<file path="src/rtl/txsrc_pkg.sv">
package txsrc_pkg;
    typedef enum logic [1:0] {
        SRC_REF  = 2'b00,
        SRC_DBL  = 2'b01,
        SRC_SHR  = 2'b10,
        SRC_LANE = 2'b11
    } src_mode_e;
endpackage

</file>
<file path="src/rtl/txsrc_edge.sv">
module txsrc_edge #(
    parameter int N = 7
) (
    input  logic         clk,
    input  logic         rst_n,
    input  logic [N-1:0] sig_i,
    output logic [N-1:0] rise_o
);
    typedef struct packed {
        logic [N-1:0] prev;
    } edge_st_t;

    edge_st_t st_d, st_q;

    always_comb begin
        st_d      = st_q;
        st_d.prev = sig_i;
    end

    always_ff @(posedge clk or negedge rst_n) begin
        if (!rst_n) st_q <= '0;
        else        st_q <= st_d;
    end

    assign rise_o = sig_i & ~st_q.prev;
endmodule

</file>
<file path="src/rtl/txsrc_phase.sv">
module txsrc_phase #(
    parameter int PW = 8
) (
    input  logic          clk,
    input  logic          rst_n,
    input  logic          ref_rise_i,
    output logic [PW-1:0] ph_o,
    output logic          mid_o
);
    localparam logic [PW-1:0] PH_MAX = '1;

    typedef struct packed {
        logic [PW-1:0] ph;
        logic [PW-1:0] period;
        logic          seen;
    } ph_st_t;

    ph_st_t st_d, st_q;

    always_comb begin
        st_d = st_q;
        if (ref_rise_i) begin
            st_d.ph = PW'(1);
            if (st_q.seen) st_d.period = st_q.ph;
            st_d.seen = 1'b1;
        end else if (st_q.ph != PH_MAX) begin
            st_d.ph = st_q.ph + 1'b1;
        end
    end

    always_ff @(posedge clk or negedge rst_n) begin
        if (!rst_n) st_q <= '0;
        else        st_q <= st_d;
    end

    assign ph_o  = st_q.ph;
    assign mid_o = (st_q.period != '0) && (st_q.ph == (st_q.period >> 1)) && !ref_rise_i;
endmodule

</file>
<file path="src/rtl/txsrc_activity.sv">
module txsrc_activity
    import txsrc_pkg::*;
#(
    parameter int WIN       = 64,
    parameter int MIN_EDGES = 2,
    parameter int HOLD      = 2
) (
    input  logic      clk,
    input  logic      rst_n,
    input  logic      shr_rise_i,
    input  logic      aux_rise_i,
    input  logic      ref_single_i,
    output src_mode_e mode_o,
    output logic      win_end_o
);
    localparam int WW = (WIN > 1) ? $clog2(WIN) : 1;
    localparam int EW = $clog2(MIN_EDGES + 1);
    localparam int HW = $clog2(HOLD + 1);

    typedef struct packed {
        logic [WW-1:0] win;
        logic [EW-1:0] shr_cnt;
        logic [EW-1:0] aux_cnt;
        logic [HW-1:0] streak;
        src_mode_e     pend;
        src_mode_e     mode;
    } act_st_t;

    act_st_t       st_d, st_q;
    logic          win_end;
    logic [EW-1:0] shr_tot, aux_tot;
    logic          shr_tog, aux_tog;
    src_mode_e     cand;
    logic [HW-1:0] nxt;

    always_comb begin
        st_d    = st_q;
        win_end = (st_q.win == WW'(WIN - 1));
        shr_tot = (shr_rise_i && st_q.shr_cnt < EW'(MIN_EDGES)) ? st_q.shr_cnt + 1'b1 : st_q.shr_cnt;
        aux_tot = (aux_rise_i && st_q.aux_cnt < EW'(MIN_EDGES)) ? st_q.aux_cnt + 1'b1 : st_q.aux_cnt;
        shr_tog = (shr_tot >= EW'(MIN_EDGES));
        aux_tog = (aux_tot >= EW'(MIN_EDGES));
        if (shr_tog) cand = aux_tog ? SRC_LANE : SRC_SHR;
        else         cand = ref_single_i ? SRC_REF : SRC_DBL;
        nxt = (cand == st_q.pend) ? st_q.streak + 1'b1 : HW'(1);

        if (win_end) begin
            st_d.win     = '0;
            st_d.shr_cnt = '0;
            st_d.aux_cnt = '0;
            if (cand == st_q.mode) begin
                st_d.streak = '0;
            end else if (nxt >= HW'(HOLD)) begin
                st_d.mode   = cand;
                st_d.streak = '0;
                st_d.pend   = cand;
            end else begin
                st_d.streak = nxt;
                st_d.pend   = cand;
            end
        end else begin
            st_d.win     = st_q.win + 1'b1;
            st_d.shr_cnt = shr_tot;
            st_d.aux_cnt = aux_tot;
        end
    end

    always_ff @(posedge clk or negedge rst_n) begin
        if (!rst_n) begin
            st_q      <= '0;
            st_q.pend <= SRC_REF;
            st_q.mode <= SRC_REF;
        end else begin
            st_q <= st_d;
        end
    end

    assign mode_o    = st_q.mode;
    assign win_end_o = win_end;
endmodule

</file>
<file path="src/rtl/txsrc_lane.sv">
module txsrc_lane
    import txsrc_pkg::*;
#(
    parameter int CW = 10,
    parameter int PW = 8
) (
    input  logic          clk,
    input  logic          rst_n,
    input  src_mode_e     mode_i,
    input  logic          lock_ref_i,
    input  logic          ref_rise_i,
    input  logic          mid_i,
    input  logic          bclk_rise_i,
    input  logic [PW-1:0] ph_i,
    input  logic [CW-1:0] data_i,
    output logic [CW-1:0] char_o,
    output logic          valid_o
);
    typedef struct packed {
        logic [CW-1:0] chr;
        logic          valid;
        logic [PW-1:0] offset;
    } lane_st_t;

    lane_st_t st_d, st_q;
    logic     strobe;

    always_comb begin
        st_d = st_q;
        if (mode_i[1]) begin
            if (!lock_ref_i) begin
                strobe = bclk_rise_i;
                if (bclk_rise_i) st_d.offset = ph_i;
            end else begin
                strobe = (ph_i == st_q.offset);
            end
        end else begin
            strobe = ref_rise_i || ((mode_i == SRC_DBL) && mid_i);
        end
        st_d.valid = strobe;
        if (strobe) st_d.chr = data_i;
    end

    always_ff @(posedge clk or negedge rst_n) begin
        if (!rst_n) st_q <= '0;
        else        st_q <= st_d;
    end

    assign char_o  = st_q.chr;
    assign valid_o = st_q.valid;
endmodule

</file>
<file path="src/rtl/tx_clksrc_detect.sv">
module tx_clksrc_detect
    import txsrc_pkg::*;
#(
    parameter int NCH       = 4,
    parameter int CW        = 10,
    parameter int WIN       = 64,
    parameter int MIN_EDGES = 2,
    parameter int HOLD      = 2,
    parameter int PW        = 8
) (
    input  logic              clk,
    input  logic              rst_n,
    input  logic              ref_clk_i,
    input  logic              shared_bclk_i,
    input  logic              bclk_aux_i,
    input  logic              ref_single_i,
    input  logic [NCH-1:0]    lane_bclk_i,
    input  logic              lock_ref_i,
    input  logic [NCH*CW-1:0] lane_data_i,
    output logic [NCH*CW-1:0] char_o,
    output logic [NCH-1:0]    valid_o,
    output logic [1:0]        mode_o,
    output logic              bclk_track_o
);
    localparam int NSIG = NCH + 3;

    typedef struct packed {
        logic track;
    } top_st_t;

    top_st_t         st_d, st_q;
    logic [NSIG-1:0] sig, rise;
    logic            ref_rise, shr_rise, aux_rise, mid, win_end;
    logic [NCH-1:0]  lane_rise;
    logic [PW-1:0]   ph;
    src_mode_e       mode;

    assign sig       = {lane_bclk_i, bclk_aux_i, shared_bclk_i, ref_clk_i};
    assign ref_rise  = rise[0];
    assign shr_rise  = rise[1];
    assign aux_rise  = rise[2];
    assign lane_rise = rise[NSIG-1:3];

    txsrc_edge #(.N(NSIG)) u_edge (
        .clk(clk), .rst_n(rst_n), .sig_i(sig), .rise_o(rise)
    );

    txsrc_phase #(.PW(PW)) u_phase (
        .clk(clk), .rst_n(rst_n), .ref_rise_i(ref_rise), .ph_o(ph), .mid_o(mid)
    );

    txsrc_activity #(.WIN(WIN), .MIN_EDGES(MIN_EDGES), .HOLD(HOLD)) u_act (
        .clk(clk), .rst_n(rst_n), .shr_rise_i(shr_rise), .aux_rise_i(aux_rise),
        .ref_single_i(ref_single_i), .mode_o(mode), .win_end_o(win_end)
    );

    for (genvar g = 0; g < NCH; g++) begin : g_lane
        logic brise;
        assign brise = (mode == SRC_LANE) ? lane_rise[g] : shr_rise;
        txsrc_lane #(.CW(CW), .PW(PW)) u_lane (
            .clk(clk), .rst_n(rst_n), .mode_i(mode), .lock_ref_i(lock_ref_i),
            .ref_rise_i(ref_rise), .mid_i(mid), .bclk_rise_i(brise), .ph_i(ph),
            .data_i(lane_data_i[g*CW +: CW]), .char_o(char_o[g*CW +: CW]),
            .valid_o(valid_o[g])
        );
    end

    always_comb begin
        st_d       = st_q;
        st_d.track = mode[1] && !lock_ref_i;
    end

    always_ff @(posedge clk or negedge rst_n) begin
        if (!rst_n) st_q <= '0;
        else        st_q <= st_d;
    end

    assign mode_o       = mode;
    assign bclk_track_o = st_q.track;
endmodule

</file>
<file path="config.mk">
export PLATFORM = sky130hd
export DESIGN_NAME = tx_clksrc_detect
export DESIGN_NICKNAME = d
export VERILOG_FILES = /design/src/rtl/txsrc_pkg.sv /design/src/rtl/txsrc_edge.sv /design/src/rtl/txsrc_phase.sv /design/src/rtl/txsrc_activity.sv /design/src/rtl/txsrc_lane.sv /design/src/rtl/tx_clksrc_detect.sv
export SDC_FILE = /design/constraint.sdc
export NUM_CORES = 1
export LEC_CHECK = 0
export CORE_ASPECT_RATIO = 1.1
export CORE_UTILIZATION = 28
export DETAILED_ROUTE_END_ITERATION = 10
export HOLD_SLACK_MARGIN = 0.1
export PLACE_DENSITY = 0.46
export RECOVER_POWER = 25
export SLEW_MARGIN = 20
export SYNTH_ARGS = -nofsm -noshare
export SYNTH_HDL_FRONTEND = slang
export SYNTH_HIERARCHICAL = 1
export SYNTH_SLANG_ARGS = --single-unit
export TNS_END_PERCENT = 50
</file>
<file path="constraint.sdc">
create_clock -name clk -period 2.5 [get_ports clk]
set_input_delay 0.75 -clock clk [delete_from_list [all_inputs] [get_ports clk]]
set_output_delay 0.75 -clock clk [all_outputs]
set_load 0.02 [all_outputs]
</file>
==> flow_summary.html <==
<table>
<tr><th>Metric</th><th>Value</th></tr>
<tr><th colspan="2">Setup path</th></tr>
<tr><td>Startpoint types</td><td>input pin</td></tr>
<tr><td>Capture point of the critical path</td><td>u_act/mode_o[0]$_DFFE_PN0P_</td></tr>
<tr><td>Data arrival, critical path</td><td>2.68 ns</td></tr>
<tr><td>Category of the worst setup path capture point</td><td>register</td></tr>
<tr><td>Data required, critical path</td><td>2.79 ns</td></tr>
<tr><td>Kind of critical path</td><td>in -&gt; reg</td></tr>
<tr><td>R2R Setup Slk</td><td>0.26 ns</td></tr>
<tr><td>Startpoint of the worst setup timing path</td><td>bclk_aux_i</td></tr>
<tr><td>Logic depth of the worst register-to-register path</td><td>9</td></tr>
<tr><td>Reg-to-reg startpoint</td><td>u_phase/st_q[5]$_DFFE_PN0P_</td></tr>
<tr><td>Critical-path maximum fanout</td><td>3</td></tr>
<tr><td>Crit Reg-Reg Endpoint</td><td>g_lane[0].u_lane/char_o[7]$_DFFE_PN0P_</td></tr>
<tr><th colspan="2">Synthesis</th></tr>
<tr><td>Area share of xor/xnor cells in the synthesized design</td><td>7.03%</td></tr>
<tr><td>Post-synth EDFFs</td><td>0</td></tr>
<tr><td>Simple-gate share of the synthesized area</td><td>8.84%</td></tr>
<tr><td>Combinational family with the most area after synthesis</td><td>multiplexers</td></tr>
<tr><td>Synth Area per Inst</td><td>13.3 um2</td></tr>
<tr><td>Arithmetic-cell share of the synthesized area counting full adders, half adders and majority gates</td><td>0.447%</td></tr>
<tr><td>Cells after synthesis</td><td>421</td></tr>
<tr><td>Asr flop ratio synth</td><td>100%</td></tr>
<tr><td>Net count after synthesis</td><td>474</td></tr>
<tr><td>Cell Area, Synth</td><td>5600 um2</td></tr>
<tr><td>Compound-Gate Fraction of Synth Area</td><td>4.76%</td></tr>
<tr><td>Sequential area share after synthesis</td><td>52.2%</td></tr>
<tr><td>Netlist cell types</td><td>50</td></tr>
<tr><td>Post-synthesis mux area share</td><td>18.3%</td></tr>
<tr><td>Most common flop cell mapped by yosys</td><td>dfrtp_1</td></tr>
<tr><td>Yosys warns</td><td>6</td></tr>
<tr><td>Flop and latch count out of synthesis</td><td>117</td></tr>
<tr><th colspan="2">STA</th></tr>
<tr><td>Worst-case headroom to the max-slew limit</td><td>25.0%</td></tr>
<tr><td>Final setup violating endpoints</td><td>0</td></tr>
<tr><td>Number of max-slew violations in the final report</td><td>0</td></tr>
<tr><td>Worst Tran Pin Value</td><td>1.13 ns</td></tr>
<tr><td>Number of endpoints with negative hold slack in the final report</td><td>0</td></tr>
<tr><td>Worst setup skew after layout</td><td>0.00718 ns</td></tr>
<tr><td>Highest Clock Rate</td><td>0.418 GHz</td></tr>
<tr><td>Minimum clock period</td><td>2.39 ns</td></tr>
<tr><td>Unrepaired setup endpoints after global routing</td><td>no</td></tr>
<tr><td>Final period util</td><td>95.7%</td></tr>
<tr><th colspan="2">Power and ir drop</th></tr>
<tr><td>Design Power</td><td>0.00558 W</td></tr>
<tr><td>Switching Share</td><td>26.9%</td></tr>
<tr><td>Cell-internal power</td><td>0.00408 W</td></tr>
<tr><td>Share of power burned in registers</td><td>39.8%</td></tr>
<tr><td>Static leakage</td><td>3.26 nW</td></tr>
<tr><td>Proportion of power drawn by combinational gates</td><td>21.1%</td></tr>
<tr><td>Net switching power figure</td><td>0.00150 W</td></tr>
<tr><td>Clock network power share</td><td>39.1%</td></tr>
<tr><td>Peak VDD IR</td><td>0.489 mV</td></tr>
<tr><td>Power density over the cells</td><td>759 nW/um2</td></tr>
<tr><th colspan="2">Clock tree</th></tr>
<tr><td>Max Buffers Root-to-Sink</td><td>2</td></tr>
<tr><td>Number of clock buffers inserted by TritonCTS</td><td>17</td></tr>
<tr><td>Clock latency on the worst-skew pair</td><td>0.41 ns</td></tr>
<tr><td>Number of clock sinks</td><td>117</td></tr>
<tr><td>Level count of the clock H-tree</td><td>4</td></tr>
<tr><td>Buffer cell driving the clock tree root</td><td>clkbuf_16</td></tr>
<tr><td>TritonCTS clock tree</td><td>done</td></tr>
<tr><td>Clock-pin slew of the registers on the worst-case setup and hold paths</td><td>0.05 ns</td></tr>
<tr><td>Count of hold buffers inserted by post-cts repair</td><td>0</td></tr>
<tr><th colspan="2">GRT</th></tr>
<tr><td>First-pass GRT wire length</td><td>18.5 mm</td></tr>
<tr><td>Via count of the first global-routing pass</td><td>3516</td></tr>
<tr><td>Total global routing overflow</td><td>0</td></tr>
<tr><td>Initial antenna violation count</td><td>0</td></tr>
<tr><td>Total track usage</td><td>12.0%</td></tr>
<tr><td>Maximum number of pins on one net before global-route repair</td><td>46</td></tr>
<tr><th colspan="2">Detailed routing</th></tr>
<tr><td>Detailed-router iteration count before antenna repair</td><td>4</td></tr>
<tr><td>Via count normalized by instance count</td><td>4.31</td></tr>
<tr><td>Via count</td><td>3320</td></tr>
<tr><td>Routed wire length per instance</td><td>14.9 um</td></tr>
<tr><td>Number of design-rule violations left by the first detailed-router iteration</td><td>123</td></tr>
<tr><td>Antenna Violating Nets Remaining</td><td>0</td></tr>
<tr><td>Routed Wire Length</td><td>11.5 mm</td></tr>
<tr><td>Number of DRC violations after detailed routing</td><td>0</td></tr>
<tr><th colspan="2">Cells and area</th></tr>
<tr><td>FF/Latch Area</td><td>2930 um2</td></tr>
<tr><td>Filler cell count in the final layout</td><td>1846</td></tr>
<tr><td>Diode insertion count for antenna repair</td><td>0</td></tr>
<tr><td>Combined area of the multi-input logic cells</td><td>2240 um2</td></tr>
<tr><td>Fraction of layout cells with a size suffix above 1</td><td>32.3%</td></tr>
<tr><td>Count of nets after finishing</td><td>566</td></tr>
<tr><td>Synthesis-to-layout area growth</td><td>31.2%</td></tr>
<tr><td>Final standard cell utilization of the core</td><td>38.0%</td></tr>
<tr><td>Final instance area</td><td>7350 um2</td></tr>
<tr><th colspan="2">Placement</th></tr>
<tr><td>Number of I/O port buffers</td><td>97</td></tr>
<tr><td>Routability cong.</td><td>0.743</td></tr>
<tr><td>DP Wirelength</td><td>7.86 mm</td></tr>
<tr><td>Placement Cell Area</td><td>6720 um2</td></tr>
<tr><th colspan="2">Hold path</th></tr>
<tr><td>Path class of the lowest-slack min-delay path</td><td>reg -&gt; reg</td></tr>
<tr><th colspan="2">Floorplanning</th></tr>
<tr><td>Full die area</td><td>20600 um2</td></tr>
<tr><td>Std cell rows</td><td>53</td></tr>
<tr><td>Vert. Die Dim</td><td>150 um</td></tr>
<tr><td>CORE AREA</td><td>19400 um2</td></tr>
<tr><td>Horiz. Die Dim</td><td>137 um</td></tr>
<tr><td>Initial Util</td><td>28.9%</td></tr>
<tr><td>Number of top-level pins</td><td>98</td></tr>
<tr><th colspan="2">Job</th></tr>
<tr><td>Maximum Capacitance Violations</td><td>0</td></tr>
<tr><th colspan="2">Outcome</th></tr>
<tr><td>Outcome</td><td>complete, no violations</td></tr>
</table>
flip-flops by register name, indices dropped and copies added, names as in the netlist:
name	count
g_lane.u_lane/char_o	40
g_lane.u_lane/valid_o	4
u_phase/ph_o	8
u_act/mode_o	2
u_edge/st_q	7
g_lane.u_lane/st_q	32
u_act/st_q	14
u_phase/st_q	9
bclk_track_o	1
through the flow:
step | cells | TNS [ns] | setup slack (ns) | hold WS (ns)
after global routing | 770 | 0 | 0.0273 | 0.490
after global placement | 735 | -27.11 | -0.564 | 0.453
after floorplan | 421 | 0 | 0.00639 | 0.437
final | 770 | 0 | 0.107 | 0.462
after detailed placement | 735 | -25.22 | -0.531 | 0.454
after CTS | 767 | 0 | 0.0155 | 0.353
worst min-delay path by stage:
stage,endpoint,cells after the start,start,slack [ns]
finish,u_phase/st_q[0]$_DFFE_PN0P_,1,u_phase/st_q[0]$_DFFE_PN0P_,0.46
global route,u_phase/st_q[0]$_DFFE_PN0P_,1,u_phase/st_q[0]$_DFFE_PN0P_,0.49
CTS,g_lane[0].u_lane/char_o[2]$_DFFE_PN0P_,1,rst_n,0.35
detailed placement,u_phase/st_q[0]$_DFFE_PN0P_,1,u_phase/st_q[0]$_DFFE_PN0P_,0.45
global placement,u_phase/st_q[0]$_DFFE_PN0P_,1,u_phase/st_q[0]$_DFFE_PN0P_,0.45
floorplan,u_phase/st_q[0]$_DFFE_PN0P_,1,u_phase/st_q[0]$_DFFE_PN0P_,0.44
cell usage after synthesis, types with 2 or more instances:
cell / number / share of area, %
nand4_1: 6 / 0.67
nand3_1: 10 / 0.89
xor2_1: 26 / 4.1
nor2_1: 13 / 0.87
nor2b_4: 7 / 1.7
clkbuf_1: 2 / 0.13
mux4_2: 2 / 0.80
o21ai_0: 3 / 0.27
o221ai_2: 4 / 1.1
ha_1: 2 / 0.45
nor2b_1: 7 / 0.78
nand2_1: 7 / 0.47
and3_1: 2 / 0.22
nor4_1: 5 / 0.56
dfrtp_1: 117 / 52
buf_6: 7 / 1.4
mux2_2: 81 / 16
mux2_1: 2 / 0.40
xnor2_1: 19 / 3.0
buf_4: 50 / 6.7
nor3_1: 4 / 0.36
nand3b_1: 4 / 0.54
a21oi_1: 9 / 0.80
mux2_4: 3 / 0.80
a31o_1: 4 / 0.63
critical path, stage by stage:
cell             delay (ns)
clkdlybuf4s50_1        0.48
nor2b_4                0.15
a21oi_2                0.07
or2_1                  0.22
mux4_2                 0.48
nand4b_4               0.21
mux2_4                 0.32
cell usage in the layout, fill, tap and decap left out, drive strengths merged, types with 3 or more instances in the layout:
cell,Yosys,layout
nor3,4,4
clkinv,0,3
dlygate4sd3,0,4
nand3b,4,4
nand3,10,10
nand2,7,7
mux2,86,86
clkdlybuf4s50,0,90
xnor2,19,19
nand4,6,6
o21ai,4,4
o221ai,4,4
a31o,4,4
dfrtp,117,117
nor2b,14,14
a21oi,10,10
buf,58,33
clkbuf,2,27
xor2,26,26
nor4,5,5
nor2,14,14
routing by layer:
| layer | share of wire, % | vias to the layer above | wire length [um] | global-route usage (%) |
|---|---|---|---|---|
| met1 | 45 | 1637 | 5160 | 14.4 |
| met4 | 1.5 | 0 | 174 | 5.27 |
| met5 | 0 | - | 0 | 0 |
| met2 | 50 | 61 | 5740 | 20.2 |
| li1 | - | 1609 | - | - |
| met3 | 3.7 | 13 | 427 | 3.27 |
kinds of logic after synthesis:
| logic type | count (synthesis) |
|---|---|
| DFF | 117 |
| and+or+nand+nor | 76 |
| xor gates and xnor gates | 45 |
| buffers and inverters | 61 |
| AOI/OAI and AO/OA | 32 |
| muxes | 88 |
| adders and majority gates | 2 |
power by group through the flow:
stage | Clock [W] | Combinational, W | Sequential [W]
floorplan | 0 | 0.000817 | 0.00221
global placement | 0 | 0.00113 | 0.00224
detailed placement | 0 | 0.00114 | 0.00225
CTS | 0.00226 | 0.00118 | 0.00222
global route | 0.00236 | 0.00129 | 0.00225
finish | 0.00218 | 0.00118 | 0.00222
repair_timing:
item,in CTS,in global routing
endpoints found under the setup margin,40,43
gates cloned,1,1
pin swaps,2,3
gates resized for setup,4,8
buffers inserted,2,2
final cells by class:
type	count	area share, %
clock inverters	5	0.715
clock buffers	24	6.42
well taps	247	4.20
repair buffers	133	18.4
multi-input cells	243	30.4
flip-flops and latches	117	39.8
inverters	1	0.0511
Note: power is estimated with default switching activity, not from simulation.
